**src/rtl/agu_pkg.sv**
```systemverilog
package agu_pkg;

  typedef enum logic [1:0] {
    OP_HOLD   = 2'd0,
    OP_INC    = 2'd1,
    OP_DEC    = 2'd2,
    OP_ADDOFF = 2'd3
  } upd_op_e;

  typedef enum logic [1:0] {
    FLD_ADDR = 2'd0,
    FLD_OFF  = 2'd1,
    FLD_MOD  = 2'd2,
    FLD_NONE = 2'd3
  } field_e;

  typedef enum logic [1:0] {
    MODE_LIN   = 2'd0,
    MODE_MOD   = 2'd1,
    MODE_MWRAP = 2'd2,
    MODE_REV   = 2'd3
  } arith_mode_e;

endpackage

```
**src/rtl/agu_mod_decode.sv**
```systemverilog
module agu_mod_decode
  import agu_pkg::*;
#(
  parameter int AW = 24,
  parameter int MB = 15
) (
  input  logic [AW-1:0] modifier,
  output arith_mode_e   mode,
  output logic [AW-1:0] wrap_mask,
  output logic [AW-1:0] span
);

  // Smallest all-ones mask covering v: P-1 for the smallest power of two P > v.
  function automatic logic [AW-1:0] fill_right(input logic [AW-1:0] v);
    logic [AW-1:0] r;
    r = v;
    for (int i = 1; i < AW; i++) r = r | (r >> 1);
    return r;
  endfunction

  logic [MB-1:0] low_field;
  logic [AW-1:0] low_ext;
  assign low_field = modifier[MB-1:0];
  assign low_ext   = {{(AW-MB){1'b0}}, low_field};

  always_comb begin
    mode      = MODE_LIN;
    wrap_mask = '0;
    span      = '0;
    if (&modifier) begin
      mode = MODE_LIN;
    end else if (modifier == '0) begin
      mode = MODE_REV;
    end else if (modifier[AW-1:MB] == '0) begin
      mode      = MODE_MOD;
      wrap_mask = fill_right(modifier);
      span      = modifier + 1'b1;
    end else if (modifier[AW-1:MB+1] == '0 && $countones(low_field) == 1) begin
      mode      = MODE_MWRAP;
      wrap_mask = low_ext - 1'b1;
      span      = low_ext;
    end
  end

endmodule

```
**src/rtl/agu_alu.sv**
```systemverilog
module agu_alu
  import agu_pkg::*;
#(
  parameter int AW = 24
) (
  input  logic [AW-1:0] addr,
  input  logic [AW-1:0] offset,
  input  logic [1:0]    op,
  input  arith_mode_e   mode,
  input  logic [AW-1:0] wrap_mask,
  input  logic [AW-1:0] span,
  output logic [AW-1:0] next_addr
);

  function automatic logic [AW-1:0] bit_rev(input logic [AW-1:0] v);
    logic [AW-1:0] r;
    for (int i = 0; i < AW; i++) r[i] = v[AW-1-i];
    return r;
  endfunction

  logic [AW-1:0] step;
  logic [AW-1:0] fwd_sum;
  logic [AW-1:0] rev_sum;
  logic [AW:0]   raw_low;
  logic [AW-1:0] fix_low;
  logic [AW-1:0] mod_low;
  logic [AW-1:0] mod_sum;
  logic [AW-1:0] mwrap_sum;
  logic          step_neg;
  logic          under;
  logic          over;
  logic [AW-1:0] picked;

  always_comb begin
    unique case (upd_op_e'(op))
      OP_INC:    step = {{(AW-1){1'b0}}, 1'b1};
      OP_DEC:    step = '1;
      OP_ADDOFF: step = offset;
      default:   step = '0;
    endcase
  end

  // Forward adder and reversed-carry adder share the same operands.
  assign fwd_sum = addr + step;
  assign rev_sum = bit_rev(bit_rev(addr) + bit_rev(step));

  // Modulo correction: add or subtract the buffer length when the
  // in-buffer offset leaves [0, span-1].
  assign step_neg = step[AW-1];
  assign raw_low  = {1'b0, addr & wrap_mask} + {step[AW-1], step};
  assign under    = step_neg & raw_low[AW];
  assign over     = ~step_neg & (raw_low >= {1'b0, span});
  assign fix_low  = step_neg ? raw_low[AW-1:0] + span : raw_low[AW-1:0] - span;
  assign mod_low  = (under | over) ? fix_low : raw_low[AW-1:0];
  assign mod_sum  = (addr & ~wrap_mask) | (mod_low & wrap_mask);

  assign mwrap_sum = (addr & ~wrap_mask) | (fwd_sum & wrap_mask);

  always_comb begin
    unique case (mode)
      MODE_MOD:   picked = mod_sum;
      MODE_MWRAP: picked = mwrap_sum;
      MODE_REV:   picked = rev_sum;
      default:    picked = fwd_sum;
    endcase
  end

  assign next_addr = (upd_op_e'(op) == OP_HOLD) ? addr : picked;

endmodule

```
**src/rtl/agu_half.sv**
```systemverilog
module agu_half
  import agu_pkg::*;
#(
  parameter int AW = 24,
  parameter int NT = 4,
  parameter int MB = 15,
  parameter int IW = 2
) (
  input  logic                   clk,
  input  logic                   rst_n,
  input  logic                   wr_en,
  input  logic [1:0]             wr_field,
  input  logic [IW-1:0]          wr_idx,
  input  logic [AW-1:0]          wr_data,
  input  logic [1:0]             rd_field,
  input  logic [IW-1:0]          rd_idx,
  output logic [AW-1:0]          rd_data,
  input  logic                   upd_en,
  input  logic [IW-1:0]          upd_idx,
  input  logic [1:0]             upd_op,
  output logic [AW-1:0]          ea,
  output logic [NT-1:0][AW-1:0]  addr_view,
  output logic [AW-1:0]          nxt_view,
  output logic                   load_wins,
  output logic [1:0]             mode_view,
  output logic [AW-1:0]          mask_view
);

  logic [NT-1:0][AW-1:0] addr_q;
  logic [NT-1:0][AW-1:0] off_q;
  logic [NT-1:0][AW-1:0] mod_q;

  logic [AW-1:0] cur_addr;
  logic [AW-1:0] cur_off;
  logic [AW-1:0] cur_mod;
  arith_mode_e   mode;
  logic [AW-1:0] wrap_mask;
  logic [AW-1:0] span;
  logic [AW-1:0] next_addr;

  assign cur_addr = addr_q[upd_idx];
  assign cur_off  = off_q[upd_idx];
  assign cur_mod  = mod_q[upd_idx];

  agu_mod_decode #(.AW(AW), .MB(MB)) u_dec (
    .modifier  (cur_mod),
    .mode      (mode),
    .wrap_mask (wrap_mask),
    .span      (span)
  );

  agu_alu #(.AW(AW)) u_alu (
    .addr      (addr_q[upd_idx]),
    .offset    (cur_off),
    .op        (upd_op),
    .mode      (mode),
    .wrap_mask (wrap_mask),
    .span      (span),
    .next_addr (next_addr)
  );

  for (genvar t = 0; t < NT; t++) begin : g_trip
    logic wr_hit;
    logic up_hit;
    assign wr_hit = wr_en && (wr_idx == IW'(t));
    assign up_hit = upd_en && (upd_idx == IW'(t));

    always_ff @(posedge clk or negedge rst_n) begin
      if (!rst_n) begin
        addr_q[t] <= '0;
        off_q[t]  <= '0;
        mod_q[t]  <= '1;
      end else begin
        if (wr_hit && field_e'(wr_field) == FLD_ADDR) addr_q[t] <= wr_data;
        else if (up_hit)                              addr_q[t] <= next_addr;
        if (wr_hit && field_e'(wr_field) == FLD_OFF)  off_q[t]  <= wr_data;
        if (wr_hit && field_e'(wr_field) == FLD_MOD)  mod_q[t]  <= wr_data;
      end
    end
  end

  always_comb begin
    unique case (field_e'(rd_field))
      FLD_ADDR: rd_data = addr_q[rd_idx];
      FLD_OFF:  rd_data = off_q[rd_idx];
      FLD_MOD:  rd_data = mod_q[rd_idx];
      default:  rd_data = '0;
    endcase
  end

  assign ea        = cur_addr;
  assign addr_view = addr_q;
  assign nxt_view  = next_addr;
  assign load_wins = wr_en && upd_en && field_e'(wr_field) == FLD_ADDR && wr_idx == upd_idx;
  assign mode_view = mode;
  assign mask_view = wrap_mask;

endmodule

```
**src/rtl/dual_agu.sv**
```systemverilog
module dual_agu
  import agu_pkg::*;
#(
  parameter int AW = 24,
  parameter int NT = 4,
  parameter int NH = 2,
  parameter int MB = 15,
  localparam int IW = (NT > 1) ? $clog2(NT) : 1
) (
  input  logic                  clk,
  input  logic                  rst_n,
  input  logic [NH-1:0]         wr_en,
  input  logic [NH-1:0][1:0]    wr_field,
  input  logic [NH-1:0][IW-1:0] wr_idx,
  input  logic [NH-1:0][AW-1:0] wr_data,
  input  logic [NH-1:0][1:0]    rd_field,
  input  logic [NH-1:0][IW-1:0] rd_idx,
  output logic [NH-1:0][AW-1:0] rd_data,
  input  logic [NH-1:0]         upd_en,
  input  logic [NH-1:0][IW-1:0] upd_idx,
  input  logic [NH-1:0][1:0]    upd_op,
  output logic [NH-1:0][AW-1:0] ea
);

  logic [NH-1:0][NT-1:0][AW-1:0] addr_all;
  logic [NH-1:0][AW-1:0]         nxt_all;
  logic [NH-1:0]                 wins_all;
  logic [NH-1:0][1:0]            mode_all;
  logic [NH-1:0][AW-1:0]         mask_all;

  for (genvar h = 0; h < NH; h++) begin : g_half
    agu_half #(.AW(AW), .NT(NT), .MB(MB), .IW(IW)) u_half (
      .clk       (clk),
      .rst_n     (rst_n),
      .wr_en     (wr_en[h]),
      .wr_field  (wr_field[h]),
      .wr_idx    (wr_idx[h]),
      .wr_data   (wr_data[h]),
      .rd_field  (rd_field[h]),
      .rd_idx    (rd_idx[h]),
      .rd_data   (rd_data[h]),
      .upd_en    (upd_en[h]),
      .upd_idx   (upd_idx[h]),
      .upd_op    (upd_op[h]),
      .ea        (ea[h]),
      .addr_view (addr_all[h]),
      .nxt_view  (nxt_all[h]),
      .load_wins (wins_all[h]),
      .mode_view (mode_all[h]),
      .mask_view (mask_all[h])
    );
  end

endmodule

```
**config.mk**
```make
export PLATFORM = sky130hd
export DESIGN_NAME = dual_agu
export DESIGN_NICKNAME = d
export VERILOG_FILES = /design/src/rtl/agu_pkg.sv /design/src/rtl/agu_mod_decode.sv /design/src/rtl/agu_alu.sv /design/src/rtl/agu_half.sv /design/src/rtl/dual_agu.sv
export SDC_FILE = /design/constraint.sdc
export NUM_CORES = 2
export LEC_CHECK = 0
export BUFFER_PORTS_ARGS = -buffer_cell sky130_fd_sc_hd__buf_4
export CORE_MARGIN = 2
export CORE_UTILIZATION = 50
export CTS_BUF_LIST = sky130_fd_sc_hd__clkbuf_4
export DETAILED_ROUTE_END_ITERATION = 8
export GPL_TIMING_DRIVEN = 1
export HOLD_SLACK_MARGIN = 0.03
export PLACE_DENSITY_LB_ADDON = 0.05
export RECOVER_POWER = 50
export SYNTH_ARGS = -nofsm -noshare
export SYNTH_HDL_FRONTEND = slang
export SYNTH_HIERARCHICAL = 1
export SYNTH_SLANG_ARGS = --single-unit
```
**constraint.sdc**
```tcl
create_clock -name clk -period 10.8 [get_ports clk]
set_input_delay 0.54 -clock clk [delete_from_list [all_inputs] [get_ports clk]]
set_output_delay 0.54 -clock clk [all_outputs]
set_load 0.02 [all_outputs]
```
==> run metrics <==
status complete, but fails checks; failing checks capacitance limit, slew limit; Final Non-Filler Cells 6792; Avg Inst Size Synth ~11 um^2; Final Cycle Share 0.992; DP Worst Slack -0.516 ns; Hold WC Path Type in2reg; Root Buffer clkbuf_4; Max Slew Vio Count 776; Power Total around 14 mW; CTS tree yes; number of global-route vias before repair ~42000; worst hold margin approximately 0.11 ns; Worst-path clk slew 0.07 ns; largest net degree at the start of global routing about 130; H-tree depth 4; fillers a little under 9000; # DRC 0; max incr delay on CP 0.54 ns; first-pass iteration count of the detailed router 6; reg2reg setup slack ~0.09 ns; Max Cap Viol 20; Tot GR Track Use 0.343; routability cong. around 1.0; routed vias between 40000 and 50000; initial antenna violation count 13; Tmin final between 10 and 15 ns; die height between 300 and 400 um; Leak 24.4 nW; initial core utilization 0.505; drt first-iter violations approximately 4100; Post-Syn Area 0.0506 mm^2; pwr dens about 240 mW/mm^2; CP arrival ~11 ns; max frequency approximately 93 MHz; Layout Area Growth over Synthesis 15.7%; Slew HR -3.46; CP endpoint g_half[1].u_half/addr_view[53]; Mapped Cells slightly below 5000; final setup margin between 0.08 and 0.09 ns; final hold violations 0; critical path launch point type flop; dpl hpwl ~130 mm; Finish-stage setup viols 0; WL/cell between 20 and 30 um; remaining antenna violation count 0; global-route wire length before repair approximately 270 mm; GRT overflow 0; die extent in x roughly 320 um; CORE AREA approximately 0.1 mm^2; Setup CP Type reg2reg; reg2reg start g_half[1].u_half/mod_q[73]; Critical Path Start g_half[1].u_half/mod_q[73]; critical path's most frequent cell fa_1; Final Skew 0.0663 ns; maximum VDD drop roughly 0.17 mV; layout cell share with drive strength beyond 1 0.429; Layout Utilization 0.584; RSZ-0062 raised after global routing yes; CTS Buf Count about 150; IO buf count approximately 170; worst-margin pin slew approximately 6.7 ns; CP max FO 7; final WL between 150 and 200 mm; layout net count between 5000 and 6000; Sink Count around 580; Vias/cell roughly 6.3; endpoint class of the critical path flop; num rows between 100 and 150; # placed instances 6460; clock latency on the worst-skew pair around 0.94 ns; area of the die 0.104 mm^2; I/O pin count 174; Slowest cell on crit path fa_1; worst reg2reg path depth 38; CP required 11.57 ns; CTS max path bufs 3; Yosys warnings 6; FF-to-FF End g_half[1].u_half/addr_view[53]
-- worst min-delay path by stage --
stage / start / slack (ns) / end / depth (start not counted)
floorplan: rst_n / 0.24 / g_half[0].u_half/addr_view[0] / 0
global placement: g_half[0].u_half/off_q[66] / 0.50 / g_half[0].u_half/off_q[66] / 1
detailed placement: g_half[0].u_half/off_q[66] / 0.51 / g_half[0].u_half/off_q[66] / 1
CTS: wr_idx[2] / 0.03 / g_half[1].u_half/off_q[16] / 3
global route: wr_idx[2] / 0.08 / g_half[1].u_half/off_q[16] / 3
finish: wr_idx[2] / 0.11 / g_half[1].u_half/off_q[16] / 3
-- routing by layer --
layer,global-route usage,up-vias,part of all wire
li1,-,19200,-
met1,0.517,21700,0.45
met2,0.468,1832,0.41
met3,0.115,257,0.12
met4,0.0873,8,0.023
met5,0,-,0.00024
-- state kept, by name (all words and copies together) (netlist names) --
name / count
g_half.u_half/addr_view: 192
g_half.u_half/off_q: 192
g_half.u_half/mod_q: 192
-- worst max-delay path: cells and delay by family, from the launching register on --
| family | cells | cell delay [ns] |
|---|---|---|
| AOI/OAI and AO/OA | 13 | 3.18 |
| adders and majority gates | 9 | 3.13 |
| buffers and inverters | 5 | 0.48 |
| DFF | 1 | 0.38 |
| muxes | 5 | 1.67 |
| and+or+nand+nor | 6 | 1.67 |
-- per-stage QoR --
step                      instance area (um^2)  setup TNS (ns)
final                                    58600               0
after global routing                     58600           -4.36
after CTS                                58000               0
after detailed placement                 55600          -60.43
after global placement                   55600          -36.31
after floorplan                          50800               0
-- report_power, final --
part | leakage [nW] | switching [mW] | internal (mW) | total (mW)
Clock | 1.15 | 0.917 | 1.01 | 1.92
Sequential | 6.65 | 0.473 | 2.99 | 3.46
Combinational | 16.6 | 4.71 | 4.03 | 8.74
-- repair_timing --
item / CTS / global route
setup endpoints to repair: 77 / 192
resized for setup: 10 / 132
buffers inserted: 2 / 15
hold buffers: 49 / 0
hold endpoints to repair: 642 / 0
pin swaps: 2 / 53
-- layout by cell type (no fill, tap or decap), types with 192 or more instances in the layout --
cell      instances
dfrtp_1         384
mux4_2          288
clkbuf_4        228
nand2_1         332
buf_4           627
nor2_1          199
mux2_2          758
ha_1            214
a21oi_1         208
dfstp_2         192
-- final cells by class --
cell class | instances | area (um^2) | area share
diodes | 5 | 12.5 | 0.000214
clock buffers | 228 | 1710 | 0.0292
clock inverters | 33 | 188 | 0.00320
inverters | 186 | 698 | 0.0119
multi-input cells | 3701 | 34200 | 0.584
flip-flops and latches | 576 | 14700 | 0.250
well taps | 1357 | 1700 | 0.0290
repair buffers | 706 | 5390 | 0.0920
(Power assumes the default switching activity.)
